<file path="config.mk">
export PLATFORM = sky130hd
export DESIGN_NAME = xbus_seq
export DESIGN_NICKNAME = d
export VERILOG_FILES = /design/src/rtl/xbus_pkg.sv /design/src/rtl/xbus_ctrl.sv /design/src/rtl/xbus_dp.sv /design/src/rtl/xbus_seq.sv
export SDC_FILE = /design/constraint.sdc
export NUM_CORES = 1
export LEC_CHECK = 0
export ABC_AREA = 1
export BUFFER_PORTS_ARGS = -buffer_cell sky130_fd_sc_hd__buf_2
export CORE_MARGIN = 2
export CORE_UTILIZATION = 35
export DETAILED_ROUTE_END_ITERATION = 8
export HOLD_SLACK_MARGIN = 0.06
export PLACE_DENSITY = 0.66
export RECOVER_POWER = 50
export SYNTH_ARGS = -nofsm -noshare
export SYNTH_HDL_FRONTEND = slang
export SYNTH_SLANG_ARGS = --single-unit
</file>
<file path="constraint.sdc">
create_clock -name clk -period 1.95 [get_ports clk]
set_clock_uncertainty 0.1 [all_clocks]
set_input_delay 0.39 -clock clk [delete_from_list [all_inputs] [get_ports clk]]
set_output_delay 0.39 -clock clk [all_outputs]
set_load 0.02 [all_outputs]
</file>
<file path="src/rtl/xbus_pkg.sv">
package xbus_pkg;

  // request kinds: bit 1 set selects the 8-bit address form
  typedef enum logic [1:0] {
    KIND_FETCH  = 2'd0,
    KIND_DATA16 = 2'd1,
    KIND_DATA8  = 2'd2,
    KIND_DATA8B = 2'd3
  } reqKind_e;

  typedef enum logic [2:0] {
    PH_IDLE  = 3'd0,
    PH_ADDR  = 3'd1,
    PH_LATCH = 3'd2,
    PH_STRB  = 3'd3,
    PH_DATA  = 3'd4,
    PH_HOLD  = 3'd5,
    PH_INT   = 3'd6
  } phase_e;

  // strobes from the sequencer to the datapath
  typedef struct packed {
    logic capture;    // take the presented request
    logic ale;        // address latch pulse
    logic driveAddr;  // low address byte on the shared pins
    logic busPhase;   // strobe window plus completion cycle
    logic strobeOn;   // selected strobe low
    logic sample;     // capture read byte at end of this cycle
    logic done;       // completion pulse
    logic internal;   // internal fetch completion
    logic extCycle;   // high pins in address mode
    logic forceLo;    // low-port register load request
  } dpCtl_t;

endpackage

</file>
<file path="src/rtl/xbus_ctrl.sv">
module xbus_ctrl
  import xbus_pkg::*;
#(
  parameter int unsigned ADDR_W       = 16,
  parameter int unsigned INT_ROM_SIZE = 4096
) (
  input  logic              clk,
  input  logic              rstN,
  input  logic              reqValid,
  input  logic [1:0]        reqKind,
  input  logic [ADDR_W-1:0] reqAddr,
  input  logic              extAccessN,
  output logic              reqReady,
  output dpCtl_t            ctl
);

  phase_e ph;
  phase_e phNext;
  logic   fetchExt;
  logic   accept;
  logic   isFetch;

  // internal or external program memory decision
  generate
    if (INT_ROM_SIZE == 0) begin : g_noRom
      logic unusedIn;
      assign unusedIn = extAccessN ^ (^reqAddr);
      assign fetchExt = 1'b1;
    end else begin : g_rom
      assign fetchExt = !extAccessN || (32'(reqAddr) >= INT_ROM_SIZE);
    end
  endgenerate

  assign isFetch  = (reqKind == KIND_FETCH);
  assign reqReady = (ph == PH_IDLE) || (ph == PH_HOLD) || (ph == PH_INT);
  assign accept   = reqValid && reqReady;

  always_comb begin
    phNext = ph;
    unique case (ph)
      PH_IDLE, PH_HOLD, PH_INT: begin
        if (accept) phNext = (isFetch && !fetchExt) ? PH_INT : PH_ADDR;
        else        phNext = PH_IDLE;
      end
      PH_ADDR:  phNext = PH_LATCH;
      PH_LATCH: phNext = PH_STRB;
      PH_STRB:  phNext = PH_DATA;
      PH_DATA:  phNext = PH_HOLD;
      default:  phNext = PH_IDLE;
    endcase
  end

  always_ff @(posedge clk or negedge rstN) begin
    if (!rstN) ph <= PH_IDLE;
    else       ph <= phNext;
  end

  always_comb begin
    ctl           = '0;
    ctl.capture   = accept;
    ctl.ale       = (ph == PH_ADDR);
    ctl.forceLo   = (ph == PH_ADDR);
    ctl.driveAddr = (ph == PH_ADDR) || (ph == PH_LATCH);
    ctl.strobeOn  = (ph == PH_STRB) || (ph == PH_DATA);
    ctl.busPhase  = (ph == PH_STRB) || (ph == PH_DATA) || (ph == PH_HOLD);
    ctl.sample    = (ph == PH_DATA);
    ctl.done      = (ph == PH_HOLD) || (ph == PH_INT);
    ctl.internal  = (ph == PH_INT);
    ctl.extCycle  = (ph == PH_ADDR) || (ph == PH_LATCH) || ctl.busPhase;
  end

  // the strobe window is always two cycles long
  assert_strobe_pair_R4: assert property (@(posedge clk) disable iff (!rstN)
    (ph == PH_STRB) |=> (ph == PH_DATA));

  // busy phases never accept a request
  assert_busy_hold_R11: assert property (@(posedge clk) disable iff (!rstN)
    (ph == PH_LATCH) |=> !reqReady);

endmodule

</file>
<file path="src/rtl/xbus_dp.sv">
module xbus_dp
  import xbus_pkg::*;
#(
  parameter int unsigned ADDR_W = 16,
  parameter int unsigned DATA_W = 8,
  localparam int unsigned HI_W  = ADDR_W - DATA_W
) (
  input  logic              clk,
  input  logic              rstN,
  input  dpCtl_t            ctl,
  input  logic [1:0]        reqKind,
  input  logic              reqWrite,
  input  logic [ADDR_W-1:0] reqAddr,
  input  logic [DATA_W-1:0] reqWdata,
  input  logic [HI_W-1:0]   hiPortReg,
  input  logic [DATA_W-1:0] busLoIn,
  output logic [DATA_W-1:0] busLoOut,
  output logic              busLoOe,
  output logic [HI_W-1:0]   busHiOut,
  output logic              ale,
  output logic              psenN,
  output logic              rdN,
  output logic              wrN,
  output logic              loRegForceFf,
  output logic              rspDone,
  output logic              rspInternal,
  output logic [DATA_W-1:0] rspData
);

  logic [ADDR_W-1:0] curAddr;
  logic [DATA_W-1:0] curWdata;
  logic              curFetch;
  logic              curWrite;
  logic              curShort;
  logic [DATA_W-1:0] rdBuf;
  logic              driveWr;

  always_ff @(posedge clk or negedge rstN) begin
    if (!rstN) begin
      curAddr  <= '0;
      curWdata <= '0;
      curFetch <= 1'b0;
      curWrite <= 1'b0;
      curShort <= 1'b0;
    end else if (ctl.capture) begin
      curAddr  <= reqAddr;
      curWdata <= reqWdata;
      curFetch <= (reqKind == KIND_FETCH);
      curWrite <= reqWrite && (reqKind != KIND_FETCH);
      curShort <= reqKind[1];
    end
  end

  always_ff @(posedge clk or negedge rstN) begin
    if (!rstN)                        rdBuf <= '0;
    else if (ctl.sample && !curWrite) rdBuf <= busLoIn;
  end

  assign driveWr  = ctl.busPhase && curWrite;
  assign busLoOe  = ctl.driveAddr || driveWr;
  assign busLoOut = ctl.driveAddr ? curAddr[DATA_W-1:0] :
                    (driveWr ? curWdata : '0);
  assign busHiOut = (ctl.extCycle && !curShort) ? curAddr[ADDR_W-1:DATA_W] : hiPortReg;

  assign psenN = !(ctl.strobeOn && curFetch);
  assign rdN   = !(ctl.strobeOn && !curFetch && !curWrite);
  assign wrN   = !(ctl.strobeOn && curWrite);

  assign ale          = ctl.ale;
  assign loRegForceFf = ctl.forceLo;
  assign rspDone      = ctl.done;
  assign rspInternal  = ctl.internal;
  assign rspData      = rdBuf;

  // never more than one strobe low
  assert_one_strobe_R3: assert property (@(posedge clk) disable iff (!rstN)
    $countones({~psenN, ~rdN, ~wrN}) <= 1);

  // write byte driven while the write strobe is low
  assert_wr_drives_R7: assert property (@(posedge clk) disable iff (!rstN)
    !wrN |-> busLoOe);

  // write byte still driven after the write strobe rises
  assert_wr_hold_R7: assert property (@(posedge clk) disable iff (!rstN)
    $rose(wrN) |-> busLoOe);

  // write strobe lasts two cycles
  assert_wr_two_R7: assert property (@(posedge clk) disable iff (!rstN)
    $fell(wrN) |=> !wrN);

  // shared pins released during a read strobe
  assert_rd_release_R8: assert property (@(posedge clk) disable iff (!rstN)
    (!rdN || !psenN) |-> !busLoOe);

endmodule

</file>
<file path="src/rtl/xbus_seq.sv">
module xbus_seq
  import xbus_pkg::*;
#(
  parameter int unsigned ADDR_W       = 16,
  parameter int unsigned DATA_W       = 8,
  parameter int unsigned INT_ROM_SIZE = 4096,
  localparam int unsigned HI_W        = ADDR_W - DATA_W
) (
  input  logic              clk,
  input  logic              rstN,
  input  logic              reqValid,
  input  logic [1:0]        reqKind,
  input  logic              reqWrite,
  input  logic [ADDR_W-1:0] reqAddr,
  input  logic [DATA_W-1:0] reqWdata,
  output logic              reqReady,
  input  logic              extAccessN,
  input  logic [HI_W-1:0]   hiPortReg,
  output logic              loRegForceFf,
  input  logic [DATA_W-1:0] busLoIn,
  output logic [DATA_W-1:0] busLoOut,
  output logic              busLoOe,
  output logic [HI_W-1:0]   busHiOut,
  output logic              ale,
  output logic              psenN,
  output logic              rdN,
  output logic              wrN,
  output logic              rspDone,
  output logic              rspInternal,
  output logic [DATA_W-1:0] rspData
);

  dpCtl_t ctl;

  xbus_ctrl #(.ADDR_W(ADDR_W), .INT_ROM_SIZE(INT_ROM_SIZE)) u_ctrl (
    .clk(clk), .rstN(rstN), .reqValid(reqValid), .reqKind(reqKind),
    .reqAddr(reqAddr), .extAccessN(extAccessN), .reqReady(reqReady), .ctl(ctl)
  );

  xbus_dp #(.ADDR_W(ADDR_W), .DATA_W(DATA_W)) u_dp (
    .clk(clk), .rstN(rstN), .ctl(ctl), .reqKind(reqKind), .reqWrite(reqWrite),
    .reqAddr(reqAddr), .reqWdata(reqWdata), .hiPortReg(hiPortReg),
    .busLoIn(busLoIn), .busLoOut(busLoOut), .busLoOe(busLoOe),
    .busHiOut(busHiOut), .ale(ale), .psenN(psenN), .rdN(rdN), .wrN(wrN),
    .loRegForceFf(loRegForceFf), .rspDone(rspDone),
    .rspInternal(rspInternal), .rspData(rspData)
  );

  // address latch pulse is a single cycle followed by a quiet cycle
  assert_ale_single_R4: assert property (@(posedge clk) disable iff (!rstN)
    ale |=> (!ale && psenN && rdN && wrN && busLoOe));

  // low-port register load accompanies every address latch pulse
  assert_ale_force_R9: assert property (@(posedge clk) disable iff (!rstN)
    ale |-> loRegForceFf);

  // completion cycle has all strobes released
  assert_done_quiet_R4: assert property (@(posedge clk) disable iff (!rstN)
    rspDone |-> (psenN && rdN && wrN));

  // internal completion leaves the bus alone
  assert_int_quiet_R2: assert property (@(posedge clk) disable iff (!rstN)
    rspInternal |-> (!busLoOe && !loRegForceFf && psenN));

endmodule

</file>
==> key figures, run 1 <==
Critical path
  – Path type of the worst setup path: reg -> out
  – Setup crit start kind: flop
  – Crit. End Element: output pin
  – Critical Path Fanout Max: 8
  – Critical path arrival: 1.56 ns
  – Worst EP required: 1.46 ns

Routing
  – Routed Antenna Nets: 0
  – First-pass DRT Iterations: 4
  – Residual DRC: 0
  – Avg Vias per Cell: around 4.5
  – Routed WL: approximately 4.6 mm
  – Avg WL per Cell: roughly 12 µm
  – Initial detailed-routing violation count: approximately 110
  – DR vias: 1,744

Logic synthesis
  – Synth cell types: 17
  – Part of the Yosys area used for sequential elements: 0.5191
  – Largest cells by area after synthesis: dfrtp_1 (52%), nand2_1 (23%), nand3_1 (6.0%)
  – Post-synth top area cell: dfrtp_1
  – Mean Syn Cell Area: around 8.2 µm²
  – Synthesized instance count: roughly 220
  – Top cell type's share of synthesized area: 0.5191
  – Mapped cell area: 1832 µm²
  – Yosys warns: 0
  – Syn nets: between 200 and 300
  – #FFs+latches synth: 38

Outcome
  – Status: finished with violations
  – Failing checks: negative setup slack

Floorplanning
  – FP Rows: 26
  – Top Ports: 80
  – Core ar.: around 5100 µm²
  – Die Area: 5829 µm²
  – Die height: between 70 and 80 µm
  – Initial Util: 0.3609
  – Die width: around 76 µm

STA
  – Clock period minus worst slack: around 2.1 ns
  – Max frequency: around 0.49 GHz
  – Setup ws final: -0.1050 ns
  – Slew HR: 0.5658
  – Actual slew at the worst max-slew pin: 0.6513 ns
  – Fin. Hold Viols: 0
  – Endpoints failing setup: 16
  – Final Cycle Share: 1.054
  – Post-route setup TNS: -1.240 ns
  – RSZ-0062 raised after global routing: true
  – Hold_ws: roughly 0.19 ns
  – Pins Over Slew Limit: 0

Min path
  – Hold Path Class: in -> reg

Finish
  – # diodes: 0
  – Commonest cells after routing, fill and taps aside: nand2_1 (108), buf_2 (53), dfrtp_1 (35)
  – Post-Layout Cell Count: 386
  – NumNets Final: ~360
  – Ratio of cells with drive above 1 in the final layout: 0.4051
  – Layout area overhead: 42.83%
  – Most common cell after layout, fill and taps aside: nand2_1

Global routing
  – Initial antenna violation count: 0
  – Largest net degree at the start of global routing: 27
  – First-pass GRT wire length: between 7 and 8 mm
  – Grt ovf: 0
  – Vias in the first global route: 1,772
  – GR Util All Layers: 0.1692

Clock network
  – # clock sinks: 38
  – H-tree Lvls: 2
  – CTS tree: yes
  – TritonCTS Buffers: 5
  – Clock Latency Late Sink: just under 0.3 ns
  – Root buf cell: clkbuf_8
  – CTS Buffer Depth: 2
  – CTS clock-pin slew for the worst setup and hold paths: about 0.07 ns

Power
  – Clock Power Share: 0.107
  – VDD IR max: 0.6734 mV
  – Internal power: 2.579 mW
  – Leakage: ~1.4 nW
  – PwrDens: approximately 1800 nW/µm²
  – Sw Pwr: 2.109 mW
  – Switching part of the total: 0.4498
  – Comb pwr share: 0.588
  – Share of power burned in registers: 0.305

Placement
  – Placer Congestion: roughly 0.77
  – PortBufs: between 70 and 80
  – DP Wirelength: 3.283 mm
  – Placed Instances: 373

Job
  – Maxcap violations: 0
==> state kept, by name, indices dropped and copies added, names as in the netlist <==
register	cells
u_dp.curAddr	16
u_dp.curWrite	1
u_dp.curWdata	8
u_dp.curShort	1
u_dp.curFetch	1
u_dp.rspData	8
u_ctrl.ph	3
==> kinds of logic (layout without fill, tap and decap cells) <==
kind of cell    Yosys count  in the layout  synth area share
mux                       8              8           0.04918
flops                    38             38            0.5191
simple gates            150            150            0.3456
buf+inv                  20            113           0.05942
compound gates            7              7           0.02664
==> power by group through the flow <==
stage	logic, mW	registers (mW)	clock network, mW
final	2.76	1.43	0.501
after global routing	3.04	1.48	0.564
after CTS	2.80	1.42	0.519
after detailed placement	2.34	1.40	0
after global placement	2.31	1.38	0
after floorplan	1.51	1.46	0
==> final timing paths <==
check	start	to	slack, ns	cells past startpoint
min in group asynchronous	rstN	u_dp.rspData[7]$_DFFE_PN0P_	0.57	2
min reg2reg	u_dp.curAddr[10]$_DFFE_PN0N_	u_dp.curAddr[10]$_DFFE_PN0N_	0.38	2
max reg2reg	u_ctrl.ph[1]$_DFF_PN0_	u_dp.curWrite$_DFFE_PN0N_	0.34	8
max in group asynchronous	rstN	u_dp.curWdata[7]$_DFFE_PN0N_	0.42	3
max	u_ctrl.ph[0]$_DFF_PN0_	busHiOut[6]	-0.10	7
min	reqAddr[0]	u_dp.curAddr[0]$_DFFE_PN0N_	0.19	3
==> metrics by stage <==
| stage | worst slack [ns] | cell area (µm²) | utilization | power [mW] |
|---|---|---|---|---|
| floorplan | 0.09864 | 1832 | - | 2.975 |
| global placement | 0.09804 | 2327 | 0.4586 | 3.692 |
| detailed placement | 0.07681 | 2327 | 0.4586 | 3.734 |
| CTS | -0.1021 | 2624 | 0.5170 | 4.742 |
| global route | -0.2178 | 2616 | 0.5155 | 5.079 |
| finish | -0.1050 | 2616 | 0.5155 | 4.688 |
==> cell type report <==
cell class | instances | area [µm²]
multi-input combinational | 165 | 847.1
tap | 70 | 87.58
clock buffer | 7 | 76.32
fill | 541 | 2459
sequential | 38 | 954.7
inverter | 13 | 51.30
timing repair buffer | 93 | 599.3
==> critical path: stages, from the launching register on <==
cell and delay [ns]:
dfrtp_2 0.46, nor2_4 0.06, nand2_2 0.10, nand3_4 0.12, o21bai_4 0.23, nand2_1 0.09
nand2_1 0.09, buf_6 0.12
==> synth_stat cells <==
| cell | n |
|---|---|
| inv_1 | 9 |
| nand2_1 | 112 |
| buf_4 | 3 |
| o21bai_4 | 1 |
| inv_2 | 3 |
| clkinv_1 | 1 |
| nor2_1 | 5 |
| buf_6 | 3 |
| nand2_2 | 4 |
| o21ai_0 | 6 |
| nand3_1 | 22 |
| nand4_1 | 1 |
| dfrtp_1 | 38 |
| or2_2 | 2 |
| clkbuf_1 | 1 |
| nand3_2 | 4 |
| mux2_2 | 8 |
==> metal layers <==
layer	vias up	share of wire	GRT usage
li1	881	-	-
met3	9	0.051	0.04028
met2	51	0.50	0.2858
met5	-	0	0
met1	803	0.42	0.2040
met4	0	0.021	0.07818
==> timing repair <==
action / CTS / global route
buffers inserted: 5 / 0
hold buffers: 1 / 0
resized for setup: 49 / 3
endpoints found under the setup margin: 17 / 20
pin swaps: 10 / 3
hold endpoints to repair: 25 / 0
(Power assumes the default switching activity.)
==> run 2: changes to the inputs <==
==> constraint.sdc (replaced) <==
create_clock -name clk -period 1.95 [get_ports clk]
set_clock_uncertainty 0.1 [all_clocks]
set_input_delay 0.195 -clock clk [delete_from_list [all_inputs] [get_ports clk]]
set_output_delay 0.195 -clock clk [all_outputs]
set_load 0.02 [all_outputs]
==> run 2 against run 1 <==
Effect of this change:
- the run now ends clean
- count of clock-buffer cells in the layout unchanged
- fmax increased by 7.3%
- register-to-register slack got worse by 0.13 ns
- final cell count increased by 7.0%
- utilization increased by 4.9 points
- die area unchanged
- first-iteration DRC count decreased by 46%
- hold slack got worse by 0.11 ns
- non-clock buffer count increased by 26
- critical endpoint is now busHiOut[1]
==> key figures, run 2 (synthesized netlist as in run 1, its figures left out) <==
Finish
  – Ratio of cells with drive above 1 in the final layout: 0.3586 (-0.04646)
  – Max reg flops: 16 (unchanged)
  – Final core occ: 0.5641 (+0.04857)
  – Most common cell after layout, fill and taps aside: nand2_1
  – Fill cell count: 491 (-9.2%)
  – Design area: 2863 µm² (+9.4%)
  – Top reg by flops: u_dp.curAddr
  – Commonest cells after routing, fill and taps aside: nand2_1 (106), buf_2 (54), dfrtp_1 (35)
  – NumNets Final: 389 (+7.2%)
  – FF/Latch Area: 954.7 µm² (unchanged)
  – # diodes: 0 (unchanged)
  – Multi-input logic area: 824.5 µm² (-2.7%)
  – Post-Layout Cell Count: 413 (+7.0%)
  – Layout area overhead: 56.28%

Placement
  – Placed Instances: 368 (-1.3%)
  – DP Wirelength: 3.140 mm (-4.3%)
  – Placer Congestion: 0.6999 (-8.9%)
  – Placed inst area: 2277 µm² (-2.2%)
  – Post-place setup slack: 0.1844 ns (+0.1075 ns)
  – PortBufs: 79 (unchanged)

STA
  – Hold_ws: 0.08397 ns (-0.1085 ns)
  – Actual slew at the worst max-slew pin: 0.9402 ns (+0.2890 ns)
  – Endpoints failing setup: 0 (-16)
  – Pins Over Slew Limit: 0 (unchanged)
  – RSZ-0062 raised after global routing: true
  – Fin. Hold Viols: 0 (unchanged)
  – Clock period minus worst slack: 1.915 ns (-0.1397 ns)
  – Slew HR: 0.3732 (-0.1927)
  – Setup ws final: 0.03472 ns (+0.1397 ns)
  – Final Cycle Share: 0.9822 (-0.07164)
  – Post-route setup TNS: 0 ns (+1.240 ns)
  – Max frequency: 0.5221 GHz (+7.3%)

Power
  – VDD IR max: 0.5833 mV (-13%)
  – Leakage: 1.548 nW (+7.6%)
  – PwrDens: 1631 nW/µm² (-9.0%)
  – Final Power: 4.669 mW (-0.41%)

Critical path
  – FF-to-FF setup slack: 0.21 ns (-0.13 ns)
  – CP cell instances: inv_2 -> nand3_2 -> nand2_2 -> buf_12 -> o21bai_4 -> nand2_1 -> nand2_1 -> buf_6
  – Setup crit start kind: flop
  – Critical Path Fanout Max: 8 (unchanged)
  – Path type of the worst setup path: reg -> out
  – Crit. End Element: output pin
  – Most frequent CP cell: nand2_1
  – Critical path arrival: 1.62 ns (+0.06 ns)
  – Worst EP required: 1.65 ns (+0.19 ns)
  – CP max-delay cell: dfrtp_2
  – Worst path max stage delay: 0.44 ns (-0.02 ns)

Min path
  – Hold Path Class: in -> reg

Routing
  – Routed WL: 4.836 mm (+5.5%)
  – Avg Vias per Cell: 4.446 (-1.6%)
  – DR vias: 1,836 (+5.3%)
  – Avg WL per Cell: 11.71 µm (-1.4%)
  – Routed Antenna Nets: 0 (unchanged)
  – Initial detailed-routing violation count: 59 (-46%)
  – Residual DRC: 0 (unchanged)
  – First-pass DRT Iterations: 4 (unchanged)

Floorplanning
  – Top Ports: 80 (unchanged)
  – Core ar.: 5075 µm² (unchanged)
  – Die width: 76.35 µm (unchanged)
  – FP Rows: 26 (unchanged)
  – Die height: 76.35 µm (unchanged)
  – Initial Util: 0.3609 (unchanged)
  – Die Area: 5829 µm² (unchanged)

Clock network
  – CTS tree: yes
  – # clock sinks: 38 (unchanged)
  – CTS clock-pin slew for the worst setup and hold paths: 0.07 ns (about the same)
  – TritonCTS Buffers: 5 (unchanged)
  – H-tree Lvls: 2 (unchanged)
  – Root buf cell: clkbuf_8
  – CTS Buffer Depth: 2 (unchanged)
  – Clock Latency Late Sink: 0.29 ns (about the same)

Global routing
  – Grt ovf: 0 (unchanged)
  – First-pass GRT wire length: 8.169 mm (+3.3%)
  – Largest net degree at the start of global routing: 39 (+44%)
  – GR Util All Layers: 0.1768 (+0.007624)
  – Vias in the first global route: 1,799 (+1.5%)
  – Initial antenna violation count: 0 (unchanged)

Job
  – Maxcap violations: 0 (unchanged)

Outcome
  – Status: completed
run 2: final timing paths:
kind,start,endpoint,cells after the start
worst max-delay path,u_ctrl.ph[1]$_DFF_PN0_,busHiOut[1],8
worst min-delay path,reqWrite,u_dp.curWrite$_DFFE_PN0N_,3
worst max register to register,u_ctrl.ph[0]$_DFF_PN0_,u_ctrl.ph[1]$_DFF_PN0_,8
worst min register to register,u_dp.curAddr[12]$_DFFE_PN0N_,u_dp.curAddr[12]$_DFFE_PN0N_,2
max in group asynchronous,rstN,u_ctrl.ph[2]$_DFF_PN0_,2
min in group asynchronous,rstN,u_dp.rspData[7]$_DFFE_PN0P_,2
run 2: worst max-delay path: cells and delay by family, from the launching register on:
kind                   cells  cell delay, ns
buffers and inverters      3            0.32
and+or+nand+nor            4            0.34
AOI/OAI and AO/OA          1            0.24
DFF                        1            0.44
run 2: cell type report:
| type | count | share of cell area |
|---|---|---|
| well taps | 70 | 0.03059 |
| flip-flops and latches | 38 | 0.3335 |
| clock buffers | 7 | 0.03016 |
| repair buffers | 119 | 0.2981 |
| multi-input cells | 165 | 0.2880 |
| inverters | 13 | 0.01792 |
| clock inverters | 1 | 0.001748 |
run 2: routing by layer:
metal  global-route usage  wire length, µm
met1               0.2180             2083
met2               0.2947             2469
met3              0.04502              211
met4              0.07455               72
met5                    0                0
run 2: report_power, final:
group          leakage (nW)  switching, mW  total (mW)  internal [mW]
Sequential            0.463          0.260        1.43           1.17
Combinational          1.04           1.57        2.69           1.12
Clock                0.0482          0.263       0.548          0.285
run 2: repair_timing:
| action | CTS | global route |
|---|---|---|
| hold endpoints to repair | 69 | 0 |
| buffers inserted | 3 | 2 |
| hold buffers | 32 | 0 |
| setup endpoints to repair | 16 | 16 |
| pin swaps | 3 | 8 |
| gates resized for setup | 10 | 31 |
==> run 3: changes to the inputs <==
--- a/config.mk
+++ b/config.mk
@@ -11,7 +11,6 @@
 export CORE_UTILIZATION = 35
 export DETAILED_ROUTE_END_ITERATION = 8
 export HOLD_SLACK_MARGIN = 0.06
-export PLACE_DENSITY = 0.66
 export RECOVER_POWER = 50
 export SYNTH_ARGS = -nofsm -noshare
 export SYNTH_HDL_FRONTEND = slang
==> run 3 against run 2 <==
Effect of this change:
- non-clock buffer count increased by 3
- via count decreased by 0.33%
- first-iteration DRC count unchanged
- final area increased by 0.57%
- final cell count increased by 0.73%
- critical path type unchanged
- largest cell class unchanged
==> key figures, run 3 (synthesized netlist as in run 1, its figures left out) <==
Outcome
  – Status: completed

STA
  – Slew HR: 0.2629 (-0.1103)
  – RSZ-0062 raised after global routing: true
  – Max frequency: 0.5304 GHz (+1.6%)
  – Final Cycle Share: 0.9669 (-0.01528)
  – Endpoints failing setup: 0 (unchanged)
  – Setup ws final: 0.06452 ns (+0.02980 ns)
  – Pins Over Slew Limit: 0 (unchanged)
  – Clock period minus worst slack: 1.885 ns (-0.02980 ns)
  – Hold_ws: 0.06844 ns (-0.01554 ns)
  – Actual slew at the worst max-slew pin: 1.106 ns (+0.1654 ns)
  – Fin. Hold Viols: 0 (unchanged)

Global routing
  – Initial antenna violation count: 0 (unchanged)
  – Largest net degree at the start of global routing: 27 (-31%)
  – Met2 usage: 0.2956 (+0.0008850)
  – First-pass GRT wire length: 7.955 mm (-2.6%)
  – GR Layer Usage met3: 0.03910 (-0.005924)
  – Met1 Resource Use GR: 0.2085 (-0.009435)
  – Grt ovf: 0 (unchanged)
  – GR Util All Layers: 0.1702 (-0.006572)
  – Top Usage Layer GRT: met2
  – Vias in the first global route: 1,821 (+1.2%)

Finish
  – Max reg flops: 16 (unchanged)
  – Top reg by flops: u_dp.curAddr
  – Ratio of cells with drive above 1 in the final layout: 0.3526 (-0.005999)
  – NumNets Final: 392 (+0.77%)
  – Most common cell after layout, fill and taps aside: nand2_1
  – Post-Layout Cell Count: 416 (+0.73%)
  – Design area: 2879 µm² (+0.57%)
  – # diodes: 0 (unchanged)
  – Layout area overhead: 57.17%
  – Commonest cells after routing, fill and taps aside: nand2_1 (111), buf_2 (56), dfrtp_1 (35)

Floorplanning
  – Initial Util: 0.3609 (unchanged)
  – Core ar.: 5075 µm² (unchanged)
  – FP Rows: 26 (unchanged)
  – Top Ports: 80 (unchanged)
  – Die width: 76.35 µm (unchanged)
  – Die Area: 5829 µm² (unchanged)
  – Die height: 76.35 µm (unchanged)

Critical path
  – Critical path arrival: 1.59 ns (-0.03 ns)
  – Path type of the worst setup path: reg -> out
  – FF-to-FF setup slack: 0.21 ns (about the same)
  – Reg2reg end: u_dp.curWrite$_DFFE_PN0N_
  – Crit. End Element: output pin
  – Worst r2r path cells: 7 (-1)
  – Setup crit start kind: flop
  – Critical Path Fanout Max: 8 (unchanged)
  – Worst EP required: 1.65 ns (about the same)
  – Worst reg2reg path startpoint: u_ctrl.ph[1]$_DFF_PN0_

Placement
  – DP Wirelength: 3.256 mm (+3.7%)
  – Placed inst area: 2292 µm² (+0.66%)
  – Placed Instances: 370 (+0.54%)
  – Post-place setup slack: 0.1845 ns (+0.0001970 ns)
  – PortBufs: 79 (unchanged)
  – Placer Congestion: 0.7862 (+12%)

Power
  – Share of power burned in registers: 0.309 (+0.002)
  – Leakage: 1.560 nW (+0.80%)
  – Internal power: 2.584 mW (+0.19%)
  – Clock Power Share: 0.141 (+0.024)
  – PwrDens: 1629 nW/µm² (-0.12%)
  – Comb pwr share: 0.550 (-0.026)
  – VDD IR max: 0.8752 mV (+50%)
  – Final Power: 4.690 mW (+0.44%)
  – Sw Pwr: 2.106 mW (+0.76%)
  – Switching part of the total: 0.4490 (+0.001383)

Routing
  – First-pass DRT Iterations: 4 (unchanged)
  – Residual DRC: 0 (unchanged)
  – Avg Vias per Cell: 4.399 (-1.0%)
  – Initial detailed-routing violation count: 59 (unchanged)
  – Routed WL: 4.868 mm (+0.66%)
  – DR vias: 1,830 (-0.33%)
  – Avg WL per Cell: 11.70 µm (about the same)
  – Routed Antenna Nets: 0 (unchanged)

Clock network
  – Clock Latency Late Sink: 0.29 ns (about the same)
  – H-tree Lvls: 2 (unchanged)
  – TritonCTS Buffers: 5 (unchanged)
  – Root buf cell: clkbuf_8
  – CTS tree: yes
  – # clock sinks: 38 (unchanged)
  – CTS clock-pin slew for the worst setup and hold paths: 0.08 ns (about the same)
  – CTS Buffer Depth: 2 (unchanged)

Job
  – Maxcap violations: 0 (unchanged)

Min path
  – HP Start: reqWrite
  – Worst Hold Depth: 3 (unchanged)
  – Hold Crit Endpoint: u_dp.curWrite$_DFFE_PN0N_
  – Hold Path Class: in -> reg
## run 3: changes by cell type in the layout (fill, tap and decap cells not counted), sizes merged
cell,previous run,this run
clkinvlp,0,2
buf,78,79
bufinv,0,1
clkinv,2,1
## run 3: area by class of cell
cell class / instances / area, µm²
fill: 475 / 2196
clock inverter: 3 / 45.04
tap: 70 / 87.58
sequential: 38 / 954.7
clock buffer: 5 / 68.82
inverter: 13 / 51.30
timing repair buffer: 122 / 829.5
multi-input combinational: 165 / 842.1
## run 3: how the worst max path moves through the flow
stage / cells past startpoint / endpoint / slack, ns / from
3_5_place_dp: 7 / busHiOut[1] / 0.18 / u_ctrl.ph[0]$_DFF_PN0_
3_3_place_gp: 7 / busHiOut[6] / 0.24 / u_ctrl.ph[0]$_DFF_PN0_
6_report: 7 / busLoOut[0] / 0.06 / u_ctrl.ph[1]$_DFF_PN0_
4_1_cts: 8 / busHiOut[5] / 0.02 / u_ctrl.ph[1]$_DFF_PN0_
5_1_grt: 7 / busLoOut[0] / -0.04 / u_ctrl.ph[1]$_DFF_PN0_
2_1_floorplan: 5 / busLoOe / 0.29 / u_ctrl.ph[0]$_DFF_PN0_
## run 3: worst max-delay path, stage by stage (launching register included)
cell and delay [ns]:
dfrtp_2 0.48, nor2_4 0.19, nand2_4 0.09, nand3_4 0.11, buf_12 0.12, nand3_1 0.07
nand2_1 0.09, buf_4 0.14
## run 3: what timing repair did
action,in CTS,in global routing
setup buffers,3,3
hold buffers,32,0
resized for setup,10,24
pin swaps,3,4
setup endpoints to repair,16,16
hold endpoints to repair,50,0
## run 3: per-stage QoR
step | TNS (ns) | util
6_report | 0 | 0.5673
2_1_floorplan | 0 | -
3_3_place_gp | 0 | 0.4517
5_1_grt | -0.2276 | 0.5673
3_5_place_dp | 0 | 0.4517
4_1_cts | 0 | 0.5503
## run 3: metal layers
layer  up-vias  routed length (µm)
met5         -                   0
met4         0                  60
met3         6                 203
met2        44                2495
met1       837                2108
li1        943                   -
## run 3: power by group through the flow
stage / logic, mW / clock network (mW) / registers [mW]
3_3_place_gp: 2.21 / 0 / 1.41
6_report: 2.58 / 0.663 / 1.45
3_5_place_dp: 2.22 / 0 / 1.41
2_1_floorplan: 1.51 / 0 / 1.46
5_1_grt: 2.85 / 0.710 / 1.50
4_1_cts: 2.41 / 0.683 / 1.42
